## config.mk

```make
export PLATFORM = sky130hd
export DESIGN_NAME = usb_fifo_bridge
export DESIGN_NICKNAME = d
export VERILOG_FILES = /design/src/rtl/usb_fifo_bridge_pkg.sv /design/src/rtl/usb_fifo_bridge_sync.sv /design/src/rtl/usb_fifo_bridge_arb.sv /design/src/rtl/usb_fifo_bridge_fsm.sv /design/src/rtl/usb_fifo_bridge.sv
export SDC_FILE = /design/constraint.sdc
export NUM_CORES = 1
export LEC_CHECK = 0
export CORE_ASPECT_RATIO = 1.1
export CORE_MARGIN = 2
export CORE_UTILIZATION = 45
export CTS_BUF_LIST = sky130_fd_sc_hd__clkbuf_2
export DETAILED_ROUTE_END_ITERATION = 7
export DONT_BUFFER_PORTS = 1
export PLACE_DENSITY_LB_ADDON = 0.05
export REMOVE_ABC_BUFFERS = 1
export SYNTH_ARGS = -nofsm -noshare
export SYNTH_HDL_FRONTEND = slang
export SYNTH_SLANG_ARGS = --single-unit
```

## constraint.sdc

```tcl
create_clock -name clk_i -period 3.56 [get_ports clk_i]
set_input_delay 0.712 -clock clk_i [delete_from_list [all_inputs] [get_ports clk_i]]
set_output_delay 0.712 -clock clk_i [all_outputs]
set_load 0.05 [all_outputs]
```

## src/rtl/usb_fifo_bridge_pkg.sv

```systemverilog
package usb_fifo_bridge_pkg;
  typedef enum logic [2:0] {
    ST_IDLE,
    ST_WR_SETUP,
    ST_WR_HIGH,
    ST_WR_HOLD,
    ST_RD_LOW,
    ST_GAP
  } bridge_state_e;
endpackage

```

## src/rtl/usb_fifo_bridge_sync.sv

```systemverilog
module usb_fifo_bridge_sync #(
  parameter int WIDTH = 2,
  parameter int STAGES = 2,
  parameter logic [WIDTH-1:0] RESET_VAL = '1
) (
  input  logic             clk_i,
  input  logic             rst_ni,
  input  logic [WIDTH-1:0] d_i,
  output logic [WIDTH-1:0] q_o
);
  logic [STAGES-1:0][WIDTH-1:0] stage_q;

  always_ff @(posedge clk_i or negedge rst_ni) begin
    if (!rst_ni) begin
      for (int s = 0; s < STAGES; s++) stage_q[s] <= RESET_VAL;
    end else begin
      stage_q[0] <= d_i;
      for (int s = 1; s < STAGES; s++) stage_q[s] <= stage_q[s-1];
    end
  end

  assign q_o = stage_q[STAGES-1];
endmodule

```

## src/rtl/usb_fifo_bridge_arb.sv

```systemverilog
module usb_fifo_bridge_arb (
  input  logic clk_i,
  input  logic rst_ni,
  input  logic rd_req_i,
  input  logic wr_req_i,
  input  logic take_i,
  output logic rd_gnt_o,
  output logic wr_gnt_o
);
  logic last_rd_q;

  // on contention, the side not served last wins
  assign rd_gnt_o = rd_req_i & (~wr_req_i | ~last_rd_q);
  assign wr_gnt_o = wr_req_i & (~rd_req_i | last_rd_q);

  always_ff @(posedge clk_i or negedge rst_ni) begin
    if (!rst_ni) last_rd_q <= 1'b0;
    else if (take_i) last_rd_q <= rd_gnt_o;
  end

  p_alternate_r8: assert property (@(posedge clk_i) disable iff (!rst_ni)
    (take_i && rd_gnt_o) |=> !(rd_gnt_o && wr_req_i));
  p_alternate_wr_r8: assert property (@(posedge clk_i) disable iff (!rst_ni)
    (take_i && wr_gnt_o) |=> !(wr_gnt_o && rd_req_i));
endmodule

```

## src/rtl/usb_fifo_bridge_fsm.sv

```systemverilog
module usb_fifo_bridge_fsm
  import usb_fifo_bridge_pkg::*;
#(
  parameter int DATA_W = 8,
  parameter int WR_HIGH_CYC = 2,
  parameter int RD_LOW_CYC = 2,
  parameter int GAP_CYC = 3
) (
  input  logic              clk_i,
  input  logic              rst_ni,
  input  logic              room_i,
  input  logic              avail_i,
  input  logic              rx_full_i,
  input  logic              tx_valid_i,
  input  logic [DATA_W-1:0] tx_data_i,
  output logic              tx_ready_o,
  input  logic [DATA_W-1:0] bus_data_i,
  output logic              rd_done_o,
  output logic [DATA_W-1:0] rd_byte_o,
  output logic              wr_strobe_o,
  output logic              rd_strobe_no,
  output logic              bus_oe_o,
  output logic [DATA_W-1:0] bus_data_o
);
  localparam int MAX_A = (WR_HIGH_CYC > RD_LOW_CYC) ? WR_HIGH_CYC : RD_LOW_CYC;
  localparam int MAX_CYC = (MAX_A > GAP_CYC) ? MAX_A : GAP_CYC;
  localparam int CNT_W = $clog2(MAX_CYC + 1);

  bridge_state_e state_q, state_d;
  logic [CNT_W-1:0] cnt_q, cnt_d;
  logic [DATA_W-1:0] wr_byte_q;
  logic rd_gnt, wr_gnt, take, rd_req, wr_req;

  assign wr_req = tx_valid_i & room_i;
  assign rd_req = avail_i & ~rx_full_i;
  assign take = (state_q == ST_IDLE) & (rd_gnt | wr_gnt);

  usb_fifo_bridge_arb u_arb (
    .clk_i    (clk_i),
    .rst_ni   (rst_ni),
    .rd_req_i (rd_req),
    .wr_req_i (wr_req),
    .take_i   (take),
    .rd_gnt_o (rd_gnt),
    .wr_gnt_o (wr_gnt)
  );

  always_comb begin
    state_d = state_q;
    cnt_d = cnt_q;
    rd_done_o = 1'b0;
    unique case (state_q)
      ST_IDLE: begin
        if (wr_gnt) state_d = ST_WR_SETUP;
        else if (rd_gnt) begin
          state_d = ST_RD_LOW;
          cnt_d = CNT_W'(RD_LOW_CYC - 1);
        end
      end
      ST_WR_SETUP: begin
        state_d = ST_WR_HIGH;
        cnt_d = CNT_W'(WR_HIGH_CYC - 1);
      end
      ST_WR_HIGH: begin
        if (cnt_q == '0) state_d = ST_WR_HOLD;
        else cnt_d = cnt_q - 1'b1;
      end
      ST_WR_HOLD: begin
        state_d = ST_GAP;
        cnt_d = CNT_W'(GAP_CYC - 1);
      end
      ST_RD_LOW: begin
        if (cnt_q == '0) begin
          rd_done_o = 1'b1;
          state_d = ST_GAP;
          cnt_d = CNT_W'(GAP_CYC - 1);
        end else cnt_d = cnt_q - 1'b1;
      end
      ST_GAP: begin
        if (cnt_q == '0) state_d = ST_IDLE;
        else cnt_d = cnt_q - 1'b1;
      end
      default: state_d = ST_IDLE;
    endcase
  end

  always_ff @(posedge clk_i or negedge rst_ni) begin
    if (!rst_ni) begin
      state_q <= ST_IDLE;
      cnt_q <= '0;
      wr_byte_q <= '0;
    end else begin
      state_q <= state_d;
      cnt_q <= cnt_d;
      if (take && wr_gnt) wr_byte_q <= tx_data_i;
    end
  end

  assign tx_ready_o = (state_q == ST_IDLE) & wr_gnt;
  assign rd_byte_o = bus_data_i;
  assign wr_strobe_o = (state_q == ST_WR_HIGH);
  assign rd_strobe_no = (state_q != ST_RD_LOW);
  assign bus_oe_o = (state_q == ST_WR_SETUP) | (state_q == ST_WR_HIGH) |
                    (state_q == ST_WR_HOLD);
  assign bus_data_o = wr_byte_q;

  p_wr_oe_r2: assert property (@(posedge clk_i) disable iff (!rst_ni)
    wr_strobe_o |-> bus_oe_o);
  p_wr_fall_hold_r2: assert property (@(posedge clk_i) disable iff (!rst_ni)
    $fell(wr_strobe_o) |-> bus_oe_o && $stable(bus_data_o));
  p_wr_room_r3: assert property (@(posedge clk_i) disable iff (!rst_ni)
    $rose(bus_oe_o) |-> $past(room_i));
  p_rd_start_r5: assert property (@(posedge clk_i) disable iff (!rst_ni)
    $fell(rd_strobe_no) |-> $past(avail_i) && !$past(rx_full_i));
  p_gap_rd_r9: assert property (@(posedge clk_i) disable iff (!rst_ni)
    $rose(rd_strobe_no) |=> rd_strobe_no && !bus_oe_o && !wr_strobe_o);
  p_gap_wr_r9: assert property (@(posedge clk_i) disable iff (!rst_ni)
    $fell(bus_oe_o) |=> rd_strobe_no && !bus_oe_o);
endmodule

```

## src/rtl/usb_fifo_bridge.sv

```systemverilog
module usb_fifo_bridge #(
  parameter int DATA_W = 8,
  parameter int WR_HIGH_CYC = 2,
  parameter int RD_LOW_CYC = 2,
  parameter int SYNC_STAGES = 2
) (
  input  logic              clk_i,
  input  logic              rst_ni,
  input  logic [DATA_W-1:0] tx_data_i,
  input  logic              tx_valid_i,
  output logic              tx_ready_o,
  output logic [DATA_W-1:0] rx_data_o,
  output logic              rx_valid_o,
  input  logic              rx_ready_i,
  input  logic              avail_ni,
  input  logic              room_ni,
  output logic              rd_strobe_no,
  output logic              wr_strobe_o,
  input  logic [DATA_W-1:0] bus_data_i,
  output logic [DATA_W-1:0] bus_data_o,
  output logic              bus_oe_o
);
  // gap lets a flag refreshed after a strobe reach the state machine
  localparam int GAP_CYC = SYNC_STAGES + 1;

  logic [1:0] flags_n;
  logic rd_done;
  logic [DATA_W-1:0] rd_byte;
  logic [DATA_W-1:0] rx_data_q;
  logic rx_valid_q;

  usb_fifo_bridge_sync #(
    .WIDTH(2), .STAGES(SYNC_STAGES), .RESET_VAL(2'b11)
  ) u_sync (
    .clk_i  (clk_i),
    .rst_ni (rst_ni),
    .d_i    ({avail_ni, room_ni}),
    .q_o    (flags_n)
  );

  usb_fifo_bridge_fsm #(
    .DATA_W(DATA_W), .WR_HIGH_CYC(WR_HIGH_CYC),
    .RD_LOW_CYC(RD_LOW_CYC), .GAP_CYC(GAP_CYC)
  ) u_fsm (
    .clk_i        (clk_i),
    .rst_ni       (rst_ni),
    .room_i       (~flags_n[0]),
    .avail_i      (~flags_n[1]),
    .rx_full_i    (rx_valid_q),
    .tx_valid_i   (tx_valid_i),
    .tx_data_i    (tx_data_i),
    .tx_ready_o   (tx_ready_o),
    .bus_data_i   (bus_data_i),
    .rd_done_o    (rd_done),
    .rd_byte_o    (rd_byte),
    .wr_strobe_o  (wr_strobe_o),
    .rd_strobe_no (rd_strobe_no),
    .bus_oe_o     (bus_oe_o),
    .bus_data_o   (bus_data_o)
  );

  always_ff @(posedge clk_i or negedge rst_ni) begin
    if (!rst_ni) begin
      rx_valid_q <= 1'b0;
      rx_data_q <= '0;
    end else if (rd_done) begin
      rx_valid_q <= 1'b1;
      rx_data_q <= rd_byte;
    end else if (rx_ready_i) begin
      rx_valid_q <= 1'b0;
    end
  end

  assign rx_valid_o = rx_valid_q;
  assign rx_data_o = rx_data_q;

  p_no_contention_r7: assert property (@(posedge clk_i) disable iff (!rst_ni)
    !(bus_oe_o && !rd_strobe_no));
  p_rx_hold_r6: assert property (@(posedge clk_i) disable iff (!rst_ni)
    (rx_valid_o && !rx_ready_i) |=> rx_valid_o && $stable(rx_data_o));
  p_rd_capture_r4: assert property (@(posedge clk_i) disable iff (!rst_ni)
    $rose(rd_strobe_no) |-> rx_valid_o && rx_data_o == $past(bus_data_i));
endmodule

```

==> impl_metrics.toml <==
[cells_and_area]
diodes = 0
areaGrowthSynthToFinish_pct = 2.61
nNetsFinal = 125
finalInstanceArea_sq_mm = 0.00128
drive_gt1_frac = 0.130

[floorplanning]
initial_utilization = 0.461
die_area_sq_mm = 0.00321
io_pins = 43
die_h_um = 59.2
core_area_sq_mm = 0.00270
num_rows = 20
die_w_um = 54.2

[synthesis]
ys.flop_type = "dfrtp_1"
synth_area_leaders = "dfrtp_1, mux2_1, dfstp_2"
yosysTopAreaCellShare = 0.462
yosysWarnings = 0
synth_common_cells = "dfrtp_1, mux2_1, nor2_1"
ys_async_sr_fraction = 1.00
syn_area_per_cell_sq_um = 12.5
yosys.area.top_type = "dfrtp_1"
ys_seq_area_frac = 0.546
ys_ff_latch = 27
synth_most_common_cell = "dfrtp_1"
synth_cells = 100
syn_area_sq_mm = 0.00125
synth-edff-count = 0
synth.distinct_cells = 39

[timing]
max_slew_margin = 0.308
setup_slack_ns = 0.800
drv_slew = 0
clock-skew-final_ns = 0.00552
hold_ws_ns = 0.153
max_freq_mhz = 362
tns_ns = 0
period_needed_ns = 2.76
hold_viol = 0
finalSetupViolCount = 0
rsz0062_at_grt = "false"
tightest_slew_ns = 1.04
fin_crit_sh = 0.775

[worst_setup_path]
r2r-start = "rx_valid_o"
worstSetupEndpointType = "output port"
crit_chain = "nor3_1, nor3b_1, and2_1"
worstSetupPathType = "reg -> out"
critPathMaxFanout = 6
cp.required_ns = 2.85
cp.arrival_ns = 2.05
critical-path-slowest-cell = "dfrtp_1"
startpoint = "rx_valid_o"
critPathLaunchType = "register"
cpPeakStageDelay_ns = 0.77

[placement]
io_buffers = 0
dp_worst_setup_slack_ns = 1.17
placed_cell_area_sq_mm = 0.00125
gp_congestion = 0.720
dpl.hpwl_mm = 1.47

[cts]
clk_path_buf_depth = 2
cts_made_buffers = 3
root_buffer = "clkbuf_2"
cts_sinks = 27
ctsHoldBuffers = 1
clkLatencyLatePin_ns = 0.35
cts_resized = 0
cts_tree = "built"
post_cts_buffers = 0
clk_pin_slew_ns = 0.23
htree_num_levels = 1

[routing]
finalWirelength_mm = 2.09
dr_total_vias = 740
drc_errors = 0
wire_per_inst_um = 15.7
drtPass1Iterations = 4
viasPerCell = 5.56
drt_iter0_markers = 19
postRouteAntennaNets = 0

[global_route]
grt-ovfl-total = 0
antenna_found_initial = 0
grt_pass1_wl_mm = 3.24
grt_max_degree = 24
grt_pass1_vias = 714
grt_use_total = 0.141

[outcome]
status = "completed"

[job]
drv_cap = 0

[hold_path]
hp-class = "in -> async"
[worst paths after layout]
check	end	cells past startpoint	slack [ns]
setup / recovery	tx_ready_o	3	0.80
hold / removal	u_sync.stage_q[0]	0	0.15
setup reg to reg	u_fsm.bus_data_o[5]	5	1.18
hold reg to reg	u_sync.q_o[0]	0	0.37
max in group asynchronous	rx_valid_o	1	2.01
min in group clk_i	u_sync.stage_q[1]	0	0.32
[final cells by class]
class | count | area (sq um)
clock buffers | 3 | 15.0
multi-input cells | 62 | 500
clock inverters | 1 | 5.00
inverters | 5 | 18.8
repair buffers | 2 | 17.5
flip-flops and latches | 27 | 681
well taps | 33 | 41.3
fillers | 254 | 1420
[flip-flops by register name, indices dropped and copies added, names as in the netlist]
signal / cells
rx_valid_o: 1
u_fsm.bus_data_o: 8
u_fsm.state_q: 3
rx_data_o: 8
u_fsm.u_arb.last_rd_q: 1
u_sync.q_o: 2
u_fsm.cnt_q: 2
u_sync.stage_q: 2
[layer usage]
| layer | up-vias | routed length [um] | GRT usage |
|---|---|---|---|
| li1 | 351 | - | - |
| met1 | 361 | 931 | 0.198 |
| met2 | 23 | 1010 | 0.205 |
| met3 | 5 | 110 | 0.0354 |
| met4 | 0 | 36 | 0.0643 |
| met5 | - | 0 | 0 |
[layout by cell type, fill, tap and decap left out, types with 2 or more instances in the layout]
cell type  Yosys  final
dfrtp_1       23     23
mux2_1        16     16
nor2_1         8      8
inv_1          5      5
dfstp_2        4      4
nand2_1        3      3
clkbuf_2       0      3
nor3_1         2      2
a22oi_1        2      2
o22ai_1        2      2
o21ai_0        2      2
ha_1           2      2
[metrics by stage]
step / utilization / instances
after floorplan: - / 94
after global placement: 0.462 / 128
after detailed placement: 0.462 / 128
after CTS: 0.473 / 133
after global routing: 0.473 / 133
final: 0.473 / 133
[logic make-up (layout without fill, tap and decap cells)]
logic type / after synthesis / count (layout) / share of synthesized area
AOI/OAI and AO/OA: 16 / 16 / 0.0994
xor gates and xnor gates: 2 / 2 / 0.0141
adders and majority gates: 2 / 2 / 0.0201
buffers and inverters: 11 / 11 / 0.0522
DFF: 27 / 27 / 0.546
muxes: 17 / 17 / 0.153
and+or+nand+nor: 25 / 25 / 0.115
[worst max-delay path, delay by kind of cell (launching register included)]
| kind | cells | cell delay (ns) |
|---|---|---|
| simple gates | 3 | 0.92 |
| flops | 1 | 0.77 |
Power is not shown: default switching activity piles up to over one toggle a cycle in this logic, so the estimate is an artifact.
